===== config.mk =====
export PLATFORM = sky130hd
export DESIGN_NAME = dual_core_irq_hub
export DESIGN_NICKNAME = d
export VERILOG_FILES = /design/src/rtl/irqhub_pkg.sv /design/src/rtl/irqhub_sync.sv /design/src/rtl/irqhub_regbus.sv /design/src/rtl/irqhub_linegen.sv /design/src/rtl/dual_core_irq_hub.sv
export SDC_FILE = /design/constraint.sdc
export NUM_CORES = 1
export LEC_CHECK = 0
export BUFFER_PORTS_ARGS = -buffer_cell sky130_fd_sc_hd__buf_2
export CAP_MARGIN = 10
export CORE_ASPECT_RATIO = 0.7
export CORE_MARGIN = 3
export CORE_UTILIZATION = 63
export DETAILED_ROUTE_END_ITERATION = 12
export PLACE_DENSITY = 0.85
export SETUP_SLACK_MARGIN = 0.4
export SLEW_MARGIN = 20
export SYNTH_ARGS = -nofsm -noshare
export SYNTH_HDL_FRONTEND = slang
export SYNTH_HIERARCHICAL = 1
export SYNTH_SLANG_ARGS = --single-unit
export TNS_END_PERCENT = 10

===== constraint.sdc =====
create_clock -name clk -period 3.83 [get_ports clk]
set_clock_uncertainty 0.15 [all_clocks]
set_input_delay 0.383 -clock clk [delete_from_list [all_inputs] [get_ports clk]]
set_output_delay 0.383 -clock clk [all_outputs]
set_load 0.01 [all_outputs]

===== src/rtl/irqhub_pkg.sv =====
package irqhub_pkg;
    localparam int DATA_W        = 32;
    localparam int N_LINES       = 4;
    localparam int OFS_STATUS    = 'h00;
    localparam int OFS_MASK_BASE = 'h10;
    localparam int MASK_STRIDE   = 4;

    typedef enum logic [0:0] {
        ST_IDLE   = 1'b0,
        ST_RDRESP = 1'b1
    } bus_state_t;
endpackage


===== src/rtl/irqhub_sync.sv =====
module irqhub_sync #(
    parameter int WIDTH = 32
) (
    input  logic             clk,
    input  logic             rst_n,
    input  logic [WIDTH-1:0] async_i,
    output logic [WIDTH-1:0] sync_o
);
    logic [WIDTH-1:0] stage1_q;
    logic [WIDTH-1:0] stage2_q;

    always_ff @(posedge clk or negedge rst_n) begin
        if (!rst_n) begin
            stage1_q <= '0;
            stage2_q <= '0;
        end else begin
            stage1_q <= async_i;
            stage2_q <= stage1_q;
        end
    end

    assign sync_o = stage2_q;
endmodule


===== src/rtl/irqhub_regbus.sv =====
module irqhub_regbus
    import irqhub_pkg::*;
#(
    parameter int NUM_SRC = 32,
    parameter int ADDR_W  = 8
) (
    input  logic                             clk,
    input  logic                             rst_n,
    input  logic                             req_valid,
    output logic                             req_ready,
    input  logic                             req_write,
    input  logic [ADDR_W-1:0]                req_addr,
    input  logic [DATA_W-1:0]                req_wdata,
    output logic                             rsp_valid,
    output logic [DATA_W-1:0]                rsp_rdata,
    input  logic [NUM_SRC-1:0]               status_i,
    output logic [N_LINES-1:0][NUM_SRC-1:0]  mask_o
);
    bus_state_t                        state_q;
    bus_state_t                        state_d;
    logic [N_LINES-1:0][NUM_SRC-1:0]   mask_q;
    logic [N_LINES-1:0]                hit_mask;
    logic                              hit_status;
    logic                              hit_any;
    logic                              accept;
    logic [DATA_W-1:0]                 rd_sel;
    logic [DATA_W-1:0]                 rdata_q;

    // address decode
    always_comb begin
        hit_status = (req_addr == ADDR_W'(OFS_STATUS));
        for (int k = 0; k < N_LINES; k++) begin
            hit_mask[k] = (req_addr == ADDR_W'(OFS_MASK_BASE + MASK_STRIDE * k));
        end
        hit_any = hit_status | (|hit_mask);
    end

    // read data select, zero for unmapped
    always_comb begin
        rd_sel = '0;
        if (hit_status) rd_sel[NUM_SRC-1:0] = status_i;
        for (int k = 0; k < N_LINES; k++) begin
            if (hit_mask[k]) rd_sel[NUM_SRC-1:0] = mask_q[k];
        end
    end

    // state register
    always_ff @(posedge clk or negedge rst_n) begin
        if (!rst_n) state_q <= ST_IDLE;
        else        state_q <= state_d;
    end

    // next state
    always_comb begin
        state_d = state_q;
        unique case (state_q)
            ST_IDLE:   if (req_valid && !req_write) state_d = ST_RDRESP;
            ST_RDRESP: state_d = ST_IDLE;
        endcase
    end

    // state-derived outputs
    always_comb begin
        req_ready = (state_q == ST_IDLE);
        rsp_valid = (state_q == ST_RDRESP);
    end

    assign accept = req_valid && req_ready;

    // registers
    always_ff @(posedge clk or negedge rst_n) begin
        if (!rst_n) begin
            mask_q  <= '0;
            rdata_q <= '0;
        end else if (accept) begin
            if (req_write) begin
                for (int k = 0; k < N_LINES; k++) begin
                    if (hit_mask[k]) mask_q[k] <= req_wdata[NUM_SRC-1:0];
                end
            end else begin
                rdata_q <= rd_sel;
            end
        end
    end

    assign mask_o    = mask_q;
    assign rsp_rdata = rdata_q;

    // accepted read is answered next cycle
    a_r9_rsp_after_read: assert property (@(posedge clk) disable iff (!rst_n)
        (req_valid && req_ready && !req_write) |=> rsp_valid);
    // accepted write gives no response
    a_r9_no_rsp_after_write: assert property (@(posedge clk) disable iff (!rst_n)
        (req_valid && req_ready && req_write) |=> !rsp_valid);
    // no new request taken while responding
    a_r9_ready_low_in_resp: assert property (@(posedge clk) disable iff (!rst_n)
        rsp_valid |-> !req_ready);
    // status write leaves all masks untouched
    a_r2_status_write_ignored: assert property (@(posedge clk) disable iff (!rst_n)
        (req_valid && req_ready && req_write && hit_status) |=> $stable(mask_o));
    // unmapped write leaves masks untouched
    a_r8_unmapped_write_ignored: assert property (@(posedge clk) disable iff (!rst_n)
        (req_valid && req_ready && req_write && !hit_any) |=> $stable(mask_o));
    // unmapped read returns zero
    a_r8_unmapped_read_zero: assert property (@(posedge clk) disable iff (!rst_n)
        (req_valid && req_ready && !req_write && !hit_any) |=> (rsp_rdata == '0));
endmodule


===== src/rtl/irqhub_linegen.sv =====
module irqhub_linegen
    import irqhub_pkg::*;
#(
    parameter int NUM_SRC = 32
) (
    input  logic                            clk,
    input  logic                            rst_n,
    input  logic [NUM_SRC-1:0]              status_i,
    input  logic [N_LINES-1:0][NUM_SRC-1:0] mask_i,
    output logic [N_LINES-1:0]              line_o
);
    for (genvar g = 0; g < N_LINES; g++) begin : g_line
        logic line_q;

        always_ff @(posedge clk or negedge rst_n) begin
            if (!rst_n) line_q <= 1'b0;
            else        line_q <= |(status_i & mask_i[g]);
        end

        assign line_o[g] = line_q;

        // an all-zero mask keeps the line quiet
        a_r10_zero_mask_quiet: assert property (@(posedge clk) disable iff (!rst_n)
            $past(mask_i[g] == '0) |-> !line_q);
        // no sources high means the line falls, nothing is held
        a_r6_no_latch: assert property (@(posedge clk) disable iff (!rst_n)
            $past(status_i == '0) |-> !line_q);
    end
endmodule


===== src/rtl/dual_core_irq_hub.sv =====
module dual_core_irq_hub
    import irqhub_pkg::*;
#(
    parameter int NUM_SRC = 32,
    parameter int ADDR_W  = 8
) (
    input  logic               clk,
    input  logic               rst_n,
    input  logic [NUM_SRC-1:0] irq_src,
    input  logic               req_valid,
    output logic               req_ready,
    input  logic               req_write,
    input  logic [ADDR_W-1:0]  req_addr,
    input  logic [31:0]        req_wdata,
    output logic               rsp_valid,
    output logic [31:0]        rsp_rdata,
    output logic               int_core0,
    output logic               int_core1,
    output logic               mchk_core0,
    output logic               mchk_core1
);
    logic [NUM_SRC-1:0]              status_w;
    logic [N_LINES-1:0][NUM_SRC-1:0] mask_w;
    logic [N_LINES-1:0]              lines_w;

    irqhub_sync #(.WIDTH(NUM_SRC)) u_sync (
        .clk     (clk),
        .rst_n   (rst_n),
        .async_i (irq_src),
        .sync_o  (status_w)
    );

    irqhub_regbus #(.NUM_SRC(NUM_SRC), .ADDR_W(ADDR_W)) u_regbus (
        .clk       (clk),
        .rst_n     (rst_n),
        .req_valid (req_valid),
        .req_ready (req_ready),
        .req_write (req_write),
        .req_addr  (req_addr),
        .req_wdata (req_wdata),
        .rsp_valid (rsp_valid),
        .rsp_rdata (rsp_rdata),
        .status_i  (status_w),
        .mask_o    (mask_w)
    );

    irqhub_linegen #(.NUM_SRC(NUM_SRC)) u_linegen (
        .clk      (clk),
        .rst_n    (rst_n),
        .status_i (status_w),
        .mask_i   (mask_w),
        .line_o   (lines_w)
    );

    assign int_core0  = lines_w[0];
    assign int_core1  = lines_w[1];
    assign mchk_core0 = lines_w[2];
    assign mchk_core1 = lines_w[3];

    // any source enabled in every mask drives all four lines together
    a_r7_shared_source: assert property (@(posedge clk) disable iff (!rst_n)
        $past(|(status_w & mask_w[0] & mask_w[1] & mask_w[2] & mask_w[3]))
        |-> (int_core0 && int_core1 && mchk_core0 && mchk_core1));
endmodule


Word-level counts from Yosys, hierarchy flattened:

Cells that the tools add are included.

* muxes and demuxes: 7
* reduce and logical (&&, ||, !) cells: 13
* equality and inequality tests: 4
* bitwise gates (word level): 6

Operators with widths (count)
* 32-bit 2-to-1 mux: 5
* 32-bit AND: 4
* 32-bit OR reduction: 4
* 8-bit by 5-bit equality test with 1-bit output (second input constant): 4
* 3-bit AND reduction: 4
* 8-bit logical NOT: 1
* 1-bit logical AND: 2
* 1-bit inverter: 2
* 1-bit case mux with 2 select lines: 1
* 2-bit AND reduction: 1
* 1-bit logical NOT: 1
* 1-bit 2-to-1 mux: 1

* bits of input ports: 76
* register bits after elaboration: 229
* output and inout port bits: 38
* logic and storage cells: 42

Logic depth before layout (Yosys ltp):

Gate-level depths: netlist of run 1.

* depth after elaboration: 6
* depth in mapped cells: 8
* depth with buffers taken out: 4

Cells and area by module:

Netlist of run 1, hierarchy kept.

By module, submodules not included
* irqhub_regbus: area an instance 7344.5 µm², cells an instance 579, instances 1, seq. area each 4028.9 µm²
* irqhub_sync: area an instance 1601.5 µm², cells an instance 64, instances 1, seq. area each 1601.5 µm²
* irqhub_linegen: area an instance 750.7 µm², cells an instance 92, instances 1, seq. area each 100.1 µm²

Worst setup path after synthesis of run 1:

No wires, ideal clock.

* kind: input to register
* start point: input req_addr[7]
* end point: register u_regbus.mask_q, in the netlist u_regbus/mask_o[100]
* required time: 3555 ps
* path slack: 1157 ps
* cell stages on the path: 8
* data arrival time: 2398 ps
* buffers on the path: 4
* cell sequence: or4_1 > clkbuf_2 > or4_1 > clkbuf_1 > or2_1 > buf_6 > buf_6 > mux2_4

* longest elaborated chain between the ends: 2

RTL lines
* from (decl): RTL line dual_core_irq_hub.sv:13 `input logic [ADDR_W-1:0] req_addr,`
* 8-bit by 5-bit equality test with 1-bit output: RTL line irqhub_regbus.sv:33 `hit_mask[k] = (req_addr == ADDR_W'(OFS_MASK_BASE + MASK_STRIDE * k));`
* 3-bit AND reduction (no line)
* to (signal, indexed assignment): RTL line irqhub_regbus.sv:78 `if (hit_mask[k]) mask_q[k] <= req_wdata[NUM_SRC-1:0];`
* to (decl): RTL line irqhub_regbus.sv:21 `logic [N_LINES-1:0][NUM_SRC-1:0] mask_q;`

No other way between the ends.
A chain may end at the register's enable or synchronous reset.

Final worst setup path of run 1:

* start point: input req_addr[7]
* end point: register u_regbus.mask_q, in the netlist u_regbus/mask_o[125]

Same word-level chain as after synthesis.

==> results of run 1 <==
==> kinds of logic (layout without fill, tap and decap cells) <==
logic type,after synthesis,in the layout
compound gates,218,218
flops,229,229
buf+inv,71,221
simple gates,70,70
mux,147,147
==> power by group <==
part	internal, mW	switching [mW]	leakage, nW
Clock	1.26	0.885	0.356
Combinational	0.181	0.251	2.16
Sequential	2.52	0.0827	3.01
Total	3.96	1.22	5.53
==> cells in the final DEF, fill, tap and decap left out, drive strengths merged, types with 21 or more instances in the layout <==
cell type      n
clkbuf        34
o21ai         39
a22oi         83
dfrtp        229
nand2         21
buf          130
dlygate4sd3   36
mux2         128
==> cell type report <==
type | count | area [um2]
Sequential cell | 229 | 5730
Clock buffer | 34 | 666
Clock inverter | 4 | 56.3
Fill cell | 913 | 3360
Inverter | 17 | 63.8
Tap cell | 195 | 244
Timing Repair Buffer | 166 | 1080
Multi-Input combinational cell | 435 | 3670
==> registers in the layout (all words and copies together), names as in the netlist <==
signal / cells
u_linegen/g_line.line_q: 4
u_regbus/mask_o: 128
u_regbus/rsp_rdata: 32
u_regbus/rsp_valid: 1
u_sync/stage1_q: 32
u_sync/sync_o: 32
==> cells in the mapped netlist <==
cell type  count  area share [%]
nand2b_1      13            0.84
mux2_2        98              11
clkbuf_1      34             1.3
nor2_1         2           0.077
nand3b_1       2            0.15
a21oi_1       19            0.98
buf_1          5            0.19
buf_4          4            0.31
or2_1          1           0.065
o31ai_1       13             1.0
a31oi_1       13            0.84
dfrtp_1      229              59
mux2i_1       19             2.0
or4_1          7            0.54
clkbuf_2       1           0.052
nand4_1       16             1.0
a22oi_2        2            0.26
mux2_4        30             4.6
o211ai_1      13             1.0
inv_1         17            0.66
a22oi_1       81             6.3
nor3_1         4            0.21
nand2_1       21            0.81
buf_2          6            0.31
nor3_2         1            0.10
buf_6          4            0.46
o22ai_1       19             1.2
a32o_1        19             2.0
o21ai_0       39             2.0
or2_2          1           0.065
nor4_1         1           0.065
or3b_2         1           0.090
==> repair_timing <==
| item | in CTS | in global routing |
|---|---|---|
| resized for setup | 0 | 0 |
| hold buffers | 36 | 0 |
| endpoints found under the hold margin | 138 | 0 |
==> routing by layer <==
metal  up-vias  wire [um]  share of wire, %  global-route usage, %
met3        70       2790                11                   7.75
li1       3067          -                 -                      -
met1      3673      11000                41                   45.4
met5         -         17             0.064                      0
met4         2        655               2.5                   7.88
met2       476      12100                46                   49.0
==> critical path: stages <==
cell and delay [ns]:
buf_2 0.09, or4_1 0.68, or4_1 0.56, or2_2 0.47
buf_4 0.29, mux2_4 0.32
==> through the flow <==
stage	area, um2	total power [mW]	utilization, %	instances	setup WS, ns
2_1_floorplan	9700	2.82	-	735	1.16
3_3_place_gp	10400	3.02	70.1	1006	0.836
3_5_place_dp	10400	3.04	70.1	1006	0.781
4_1_cts	11500	5.21	77.4	1080	1.29
5_1_grt	11500	5.35	77.4	1080	1.22
6_report	11500	5.18	77.4	1080	1.25
==> path summary, 6_finish.rpt <==
check,end,slack (ns),cells past startpoint,from
setup / recovery,u_regbus/mask_o[125],1.25,6,req_addr[7]
hold / removal,u_regbus/mask_o[114],0.02,2,req_wdata[18]
setup reg to reg,u_regbus/rsp_rdata[5],1.59,4,u_regbus/rsp_valid
hold reg to reg,u_sync/sync_o[3],0.19,0,u_sync/stage1_q[3]
max in group asynchronous,u_regbus/mask_o[18],2.00,3,rst_n
min in group asynchronous,u_sync/sync_o[12],0.32,2,rst_n
==> results.yml, run 1 <==
run_status:
  outcome: "complete, no violations"
clocking:
  clock_latency_ns: 0.51
  cts_setup_buffers: 0
  cts_buffers: 22
  cts_tree: "built"
  cts_max_level: 1
  clk_pin_slew_ns: 0.06
  clock_path_buffers: 3
  clock_sinks: 229
  ctsRootBufferMaster: "clkbuf_16"
global_route:
  grt_start_max_net_pins: 103
  overflow: 0
  antenna_found_initial: 1
  grt_use_total_pct: 31.5
  grt_pass1_vias: 7375
  grt_pass1_wl_mm: 41.6
min_path:
  hold_class: "input port to register"
synth:
  synth_compound_area_share_pct: 15.6
  synth_mux_area_share_pct: 18.0
  synth_xor_area_share_pct: 0
  syn_nets: 811
  synthCells: 735
  ys_seq_elements: 229
  synth_area_mm2: 0.00970
  ys_types: 32
  synth_top_family_by_area: "multiplexers"
  seq_area_frac_synth_pct: 59.1
  ys_warn_count: 6
  synthAdderAreaFrac_pct: 0
  syn_avg_cell_area_um2: 13.2
  synthSimpleGateAreaFrac_pct: 4.05
placed_design:
  io_buffers: 113
  gp_congestion: 0.859
  dp_hpwl_mm: 17.0
sta:
  rsz0062_at_grt: "no"
  worstMarginPinSlew_ns: 1.12
  fin_crit_ns: 2.58
  period_share_pct: 67.3
  setup_viol: 0
  fin_worst_hold_slack_ns: 0.0170
  slew_viol_final: 0
  slew_headroom_pct: 25.0
  max_freq_mhz: 388
  fin_setup_tns_ns: 0
  hold_viol_final: 0
route:
  drc: 0
  wl_per_cell_um: 24.6
  drtIter0Drc: 850
  drt_wl_total_mm: 26.6
  ant_nets: 0
  num_vias: 7288
  drt_pass1_iterations: 5
  viasPerCell: 6.75
floorplan:
  core_area_mm2: 0.0149
  die_height_um: 110
  fp.dieArea_mm2: 0.0169
  start_util_pct: 65.3
  rows: 37
  pin_count: 114
  chipWidth_um: 154
power:
  peakVddDrop_v: 0.000332
  p_leak_nw: 5.53
  power_density_mw_per_mm2: 450
worst_setup_path:
  path_class: "input port to register"
  crit_required_ns: 4.06
  crit_arrival_ns: 2.81
  cp_max_fo: 12
  critPathLaunchType: "input port"
  crit_path_end_kind: "register"
layout:
  area_growth_pct: 18.6
  nNetsFinal: 947
  drive_gt1_share_pct: 34.0
  antennaDiodeCount: 0
flow_run:
  cap_violations: 0
Note: power is estimated with default switching activity, not from simulation.
==> run 2: changes to the inputs <==
--- a/config.mk
+++ b/config.mk
@@ -5,13 +5,14 @@
 export SDC_FILE = /design/constraint.sdc
 export NUM_CORES = 1
 export LEC_CHECK = 0
+export ABC_AREA = 1
 export BUFFER_PORTS_ARGS = -buffer_cell sky130_fd_sc_hd__buf_2
 export CAP_MARGIN = 10
 export CORE_ASPECT_RATIO = 0.7
 export CORE_MARGIN = 3
-export CORE_UTILIZATION = 63
+export CORE_UTILIZATION = 59
 export DETAILED_ROUTE_END_ITERATION = 12
-export PLACE_DENSITY = 0.85
+export PLACE_DENSITY = 0.8
 export SETUP_SLACK_MARGIN = 0.4
 export SLEW_MARGIN = 20
 export SYNTH_ARGS = -nofsm -noshare
==> constraint.sdc (replaced) <==
create_clock -name clk -period 2.4 [get_ports clk]
set_clock_uncertainty 0.15 [all_clocks]
set_input_delay 0.24 -clock clk [delete_from_list [all_inputs] [get_ports clk]]
set_output_delay 0.24 -clock clk [all_outputs]
set_load 0.01 [all_outputs]
==> results.yml, run 2 <==
run_status:
  outcome: "complete, no violations"
worst_setup_path:
  crit_required_ns: 2.67
  crit_path_end_kind: "register"
  reg2reg_from: "u_regbus/rsp_valid"
  reg2reg_to: "u_regbus/mask_o[41]"
  path_class: "register to register"
  cp_max_fo: 64
  r2r_slack_ns: 0.47
  critPathLaunchType: "register"
  crit_arrival_ns: 2.19
  worst_r2r_path_depth: 7
clocking:
  clk_pin_slew_ns: 0.06
  clock_path_buffers: 3
  cts_setup_buffers: 0
  cts_buffers: 22
  ctsRootBufferMaster: "clkbuf_16"
  clock_latency_ns: 0.52
  cts_max_level: 1
  cts_tree: "built"
  clock_sinks: 229
min_path:
  min_path_cells: 3
  hp-start: "req_write"
  hold_end: "u_regbus/rsp_valid"
  hold_class: "input port to register"
layout:
  drive_gt1_share_pct: 16.9
  finalInstanceArea_mm2: 0.0123
  seqCellArea_mm2: 0.00573
  n_fill_cell: 1250
  multi_input_area_mm2: 0.00380
  nNetsFinal: 1477
  area_growth_pct: 21.1
  largest_reg_flops: 128
  antennaDiodeCount: 0
  layout_common_cells: "505 x nand2_1, 229 x dfrtp_1, 112 x buf_2, 106 x o21ai_0, 80 x nor2_1"
  layout_commonest_cell: "nand2_1"
synth:
  seq_area_frac_synth_pct: 56.3
  synth_common_cells: "505 x nand2_1, 229 x dfrtp_1, 106 x o21ai_0"
  yosysTopAreaCell: "dfrtp_1"
  synth_area_mm2: 0.0102
  synth_edf_count: 0
  syn_avg_cell_area_um2: 8.25
  synth-main-ff-cell: "dfrtp_1"
  ys_warn_count: 6
  synth_top_area_share_pct: 56.3
  synthCells: 1234
  synth_most_common_cell: "nand2_1"
  synthTopCellsByArea: "dfrtp_1 56%, nand2_1 19%, o21ai_0 5.2%"
  ys_types: 21
  ys_async_sr_fraction_pct: 100
  syn_nets: 1310
  ys_seq_elements: 229
global_route:
  overflow: 0
  grt_pass1_wl_mm: 44.7
  grt_pass1_vias: 8778
  antenna_found_initial: 0
  grt_start_max_net_pins: 65
  grt_use_total_pct: 30.0
route:
  drtIter0Drc: 1093
  wl_per_cell_um: 16.9
  drc: 0
  ant_nets: 0
  num_vias: 8921
  drt_pass1_iterations: 6
  drt_wl_total_mm: 27.8
  viasPerCell: 5.44
sta:
  fin_worst_hold_slack_ns: 0.0782
  slew_headroom_pct: 54.9
  worstMarginPinSlew_ns: 0.677
  fin_setup_tns_ns: 0
  period_share_pct: 80.3
  fin_crit_ns: 1.93
  rsz0062_at_grt: "yes"
  max_freq_mhz: 519
  hold_viol_final: 0
  setup_viol: 0
  slew_viol_final: 0
power:
  peakVddDrop_v: 0.000495
  combPwrFrac_pct: 7.5
  p_leak_nw: 6.61
  p_sw_share_pct: 23.7
  p_int_mw: 6.26
  p_clk_share_pct: 42.4
  seqPwrFrac_pct: 50.1
  switching_power_mw: 1.94
  power_density_mw_per_mm2: 666
placed_design:
  io_buffers: 113
  gp_congestion: 0.915
  dp_hpwl_mm: 17.2
  dpl-instance-area_mm2: 0.0110
floorplan:
  pin_count: 114
  rows: 39
  die_height_um: 116
  start_util_pct: 61.3
  core_area_mm2: 0.0166
  fp.dieArea_mm2: 0.0189
  chipWidth_um: 163
flow_run:
  cap_violations: 0
run 2: changes by cell type after synthesis, sizes merged, moves of 15 or more:
| cell | change |
|---|---|
| buf | +18 |
| nor2 | +87 |
| o22ai | -19 |
| a32o | -19 |
| clkbuf | -15 |
| a22oi | -83 |
| mux2 | -128 |
| nand3 | +57 |
| inv | +72 |
| o21ai | +123 |
| nand2 | +486 |
| mux2i | -19 |
run 2: critical path, cell delays in order (launching register included):
cell,delay (ns)
dfrtp_1,0.34
inv_1,0.06
nand3_1,0.15
inv_1,0.17
nand3_4,0.11
buf_4,0.54
nand2_1,0.14
o21ai_0,0.13
run 2: metrics by stage:
stage / setup WS [ns] / std cells / utilization (%) / power, mW
floorplan: 0.716 / 1234 / - / 4.42
global placement: 0.498 / 1537 / 66.0 / 4.69
detailed placement: 0.395 / 1537 / 66.0 / 4.70
CTS: 0.482 / 1640 / 74.3 / 8.21
global route: 0.373 / 1640 / 74.3 / 8.47
finish: 0.473 / 1640 / 74.3 / 8.20
run 2: timing repair:
action	CTS	global route
hold buffers	65	0
setup endpoints to repair	0	14
resized for setup	0	1
endpoints found under the hold margin	389	0
run 2: logic make-up after synthesis:
logic type             count (synthesis)  share of synthesized area [%]
AND/OR/NAND/NOR                      678                           27.4
flip-flops                           229                           56.3
AO/OA/AOI/OAI                        181                           9.93
buffers and inverters                146                           6.33
run 2: power groups by stage:
stage	clock, mW	combinational, mW	sequential [mW]
final	3.48	0.615	4.11
after global placement	0	0.513	4.17
after detailed placement	0	0.522	4.18
after floorplan	0	0.273	4.15
after global routing	3.66	0.683	4.13
after CTS	3.49	0.607	4.11
run 2: layout make-up:
type,instances,share of cell area [%]
clock buffers,32,5.35
clock inverters,6,0.477
inverters,89,2.71
multi-input cells,859,30.9
flip-flops and latches,229,46.5
well taps,225,2.28
repair buffers,200,11.8
run 2: how the worst max path moves through the flow:
stage	start	end	cells past startpoint
floorplan	u_regbus/rsp_valid	u_regbus/mask_o[116]	7
global placement	req_addr[2]	u_regbus/mask_o[113]	8
detailed placement	req_addr[1]	u_regbus/mask_o[5]	8
CTS	u_regbus/rsp_valid	u_regbus/mask_o[41]	7
global route	u_regbus/rsp_valid	u_regbus/mask_o[41]	7
finish	u_regbus/rsp_valid	u_regbus/mask_o[41]	7
run 2: per-layer routing:
layer | share of wire (%) | track usage (%) | wire length, um
met1 | 41 | 41.4 | 11300
met2 | 47 | 49.3 | 13000
met3 | 9.6 | 4.89 | 2670
met4 | 2.9 | 10.3 | 807
met5 | 0 | 0 | 0
==> run 3: changes to the inputs <==
==> constraint.sdc (replaced) <==
create_clock -name clk -period 1.9 [get_ports clk]
set_clock_uncertainty 0.15 [all_clocks]
set_input_delay 0.19 -clock clk [delete_from_list [all_inputs] [get_ports clk]]
set_output_delay 0.19 -clock clk [all_outputs]
set_load 0.01 [all_outputs]
==> results.yml, run 3 (synthesized netlist as in run 2, its figures left out) <==
run_status:
  outcome: "complete, no violations"
layout:
  multi_input_area_mm2: 0.00382
  largest_reg_flops: 128
  seqCellArea_mm2: 0.00573
  drive_gt1_share_pct: 18.2
  layout_common_cells: "503 x nand2_1, 229 x dfrtp_1, 112 x buf_2, 104 x o21ai_0, 79 x nor2_1"
  layout_commonest_cell: "nand2_1"
  n_fill_cell: 1150
  antennaDiodeCount: 0
  area_growth_pct: 25.0
  nNetsFinal: 1497
floorplan:
  fp.dieArea_mm2: 0.0189
  rows: 39
  pin_count: 114
  chipWidth_um: 163
  start_util_pct: 61.3
  core_area_mm2: 0.0166
  die_height_um: 116
route:
  drtIter0Drc: 1249
  drt_pass1_iterations: 8
  wl_per_cell_um: 18.1
  num_vias: 9327
  ant_nets: 0
  viasPerCell: 5.62
  drc: 0
  drt_wl_total_mm: 30.1
worst_setup_path:
  path_class: "register to register"
  cp_max_fo: 64
  crit_arrival_ns: 1.90
  crit_required_ns: 2.13
  critPathLaunchType: "register"
  crit_path_end_kind: "register"
sta:
  slew_viol_final: 0
  fin_crit_ns: 1.67
  worstMarginPinSlew_ns: 0.515
  period_share_pct: 87.9
  fin_setup_tns_ns: 0
  hold_viol_final: 0
  fin_worst_hold_slack_ns: 0.0787
  slew_headroom_pct: 65.7
  rsz0062_at_grt: "yes"
  setup_viol: 0
  max_freq_mhz: 599
placed_design:
  io_buffers: 113
  gp_congestion: 0.966
  dp_hpwl_mm: 17.5
clocking:
  clock_sinks: 229
  clock_latency_ns: 0.51
  clock_path_buffers: 3
  clk_pin_slew_ns: 0.06
  ctsRootBufferMaster: "clkbuf_16"
  cts_max_level: 1
  cts_tree: "built"
  cts_buffers: 22
power:
  seqPwrFrac_pct: 50.5
  peakVddDrop_v: 0.000765
  p_int_mw: 7.87
  p_clk_share_pct: 41.2
  power_density_mw_per_mm2: 809
  switching_power_mw: 2.42
  p_leak_nw: 6.77
  combPwrFrac_pct: 8.3
  p_sw_share_pct: 23.5
global_route:
  overflow: 0
  met2_usage_pct: 50.5
  grt_start_max_net_pins: 65
  met3_usage_pct: 5.82
  grt_use_met1_pct: 43.5
  grt_pass1_wl_mm: 46.5
  busiest_layer: "met2"
  antenna_found_initial: 0
  grt_pass1_vias: 9112
  grt_use_total_pct: 31.2
flow_run:
  cap_violations: 0
min_path:
  hold_class: "input port to asynchronous set/reset pin"
-- run 3: layout make-up --
class,count,share of cell area [%]
Timing Repair Buffer,220,14.6
Clock inverter,5,0.393
Clock buffer,32,5.03
Tap cell,225,2.21
Inverter,89,2.63
Sequential cell,229,45.1
Multi-Input combinational cell,859,30.1
-- run 3: path summary, 6_finish.rpt --
path                                          end  cells after the start                from  slack [ns]
setup / recovery              u_regbus/mask_o[76]                      6  u_regbus/rsp_valid        0.23
hold / removal              u_regbus/rsp_rdata[1]                      2               rst_n        0.08
setup reg to reg              u_regbus/mask_o[76]                      6  u_regbus/rsp_valid        0.23
hold reg to reg                  u_sync/sync_o[2]                      0  u_sync/stage1_q[2]        0.20
max in group asynchronous  u_regbus/rsp_rdata[27]                      3               rst_n        0.91
min in group clk              u_sync/stage1_q[27]                      2         irq_src[27]        0.17
-- run 3: routing by layer --
layer | share of wire [%] | vias up
met2 | 45 | 606
li1 | - | 4257
met4 | 3.9 | 0
met5 | 0 | -
met1 | 40 | 4353
met3 | 11 | 111
-- run 3: what timing repair did --
action / CTS / global route
gates cloned: 1 / 6
hold endpoints to repair: 390 / 0
setup endpoints to repair: 137 / 162
hold buffers: 67 / 0
resized for setup: 3 / 7
pin swaps: 1 / 6
setup buffers: 2 / 3
-- run 3: critical path, stage by stage, from the launching register on --
cell and delay (ns):
dfrtp_1 0.38, inv_2 0.08, nand3_2 0.11, inv_2 0.14
nand3_4 0.09, buf_12 0.20, o21ai_0 0.35
-- run 3: through the flow --
step	setup WS [ns]	utilization (%)	instance area, um2	std cells	total power [mW]
3_3_place_gp	0.262	67.0	11100	1543	5.94
5_1_grt	0.156	76.7	12700	1659	10.6
4_1_cts	0.325	75.5	12500	1650	10.3
3_5_place_dp	0.183	67.0	11100	1543	5.96
2_1_floorplan	0.367	-	10200	1234	5.59
6_report	0.231	76.7	12700	1659	10.3
-- run 3: power groups by stage --
| stage | logic, mW | clock network (mW) | registers [mW] |
|---|---|---|---|
| after floorplan | 0.346 | 0 | 5.24 |
| after global placement | 0.672 | 0 | 5.27 |
| after detailed placement | 0.685 | 0 | 5.28 |
| after CTS | 0.796 | 4.29 | 5.19 |
| after global routing | 0.934 | 4.48 | 5.22 |
| final | 0.852 | 4.24 | 5.20 |
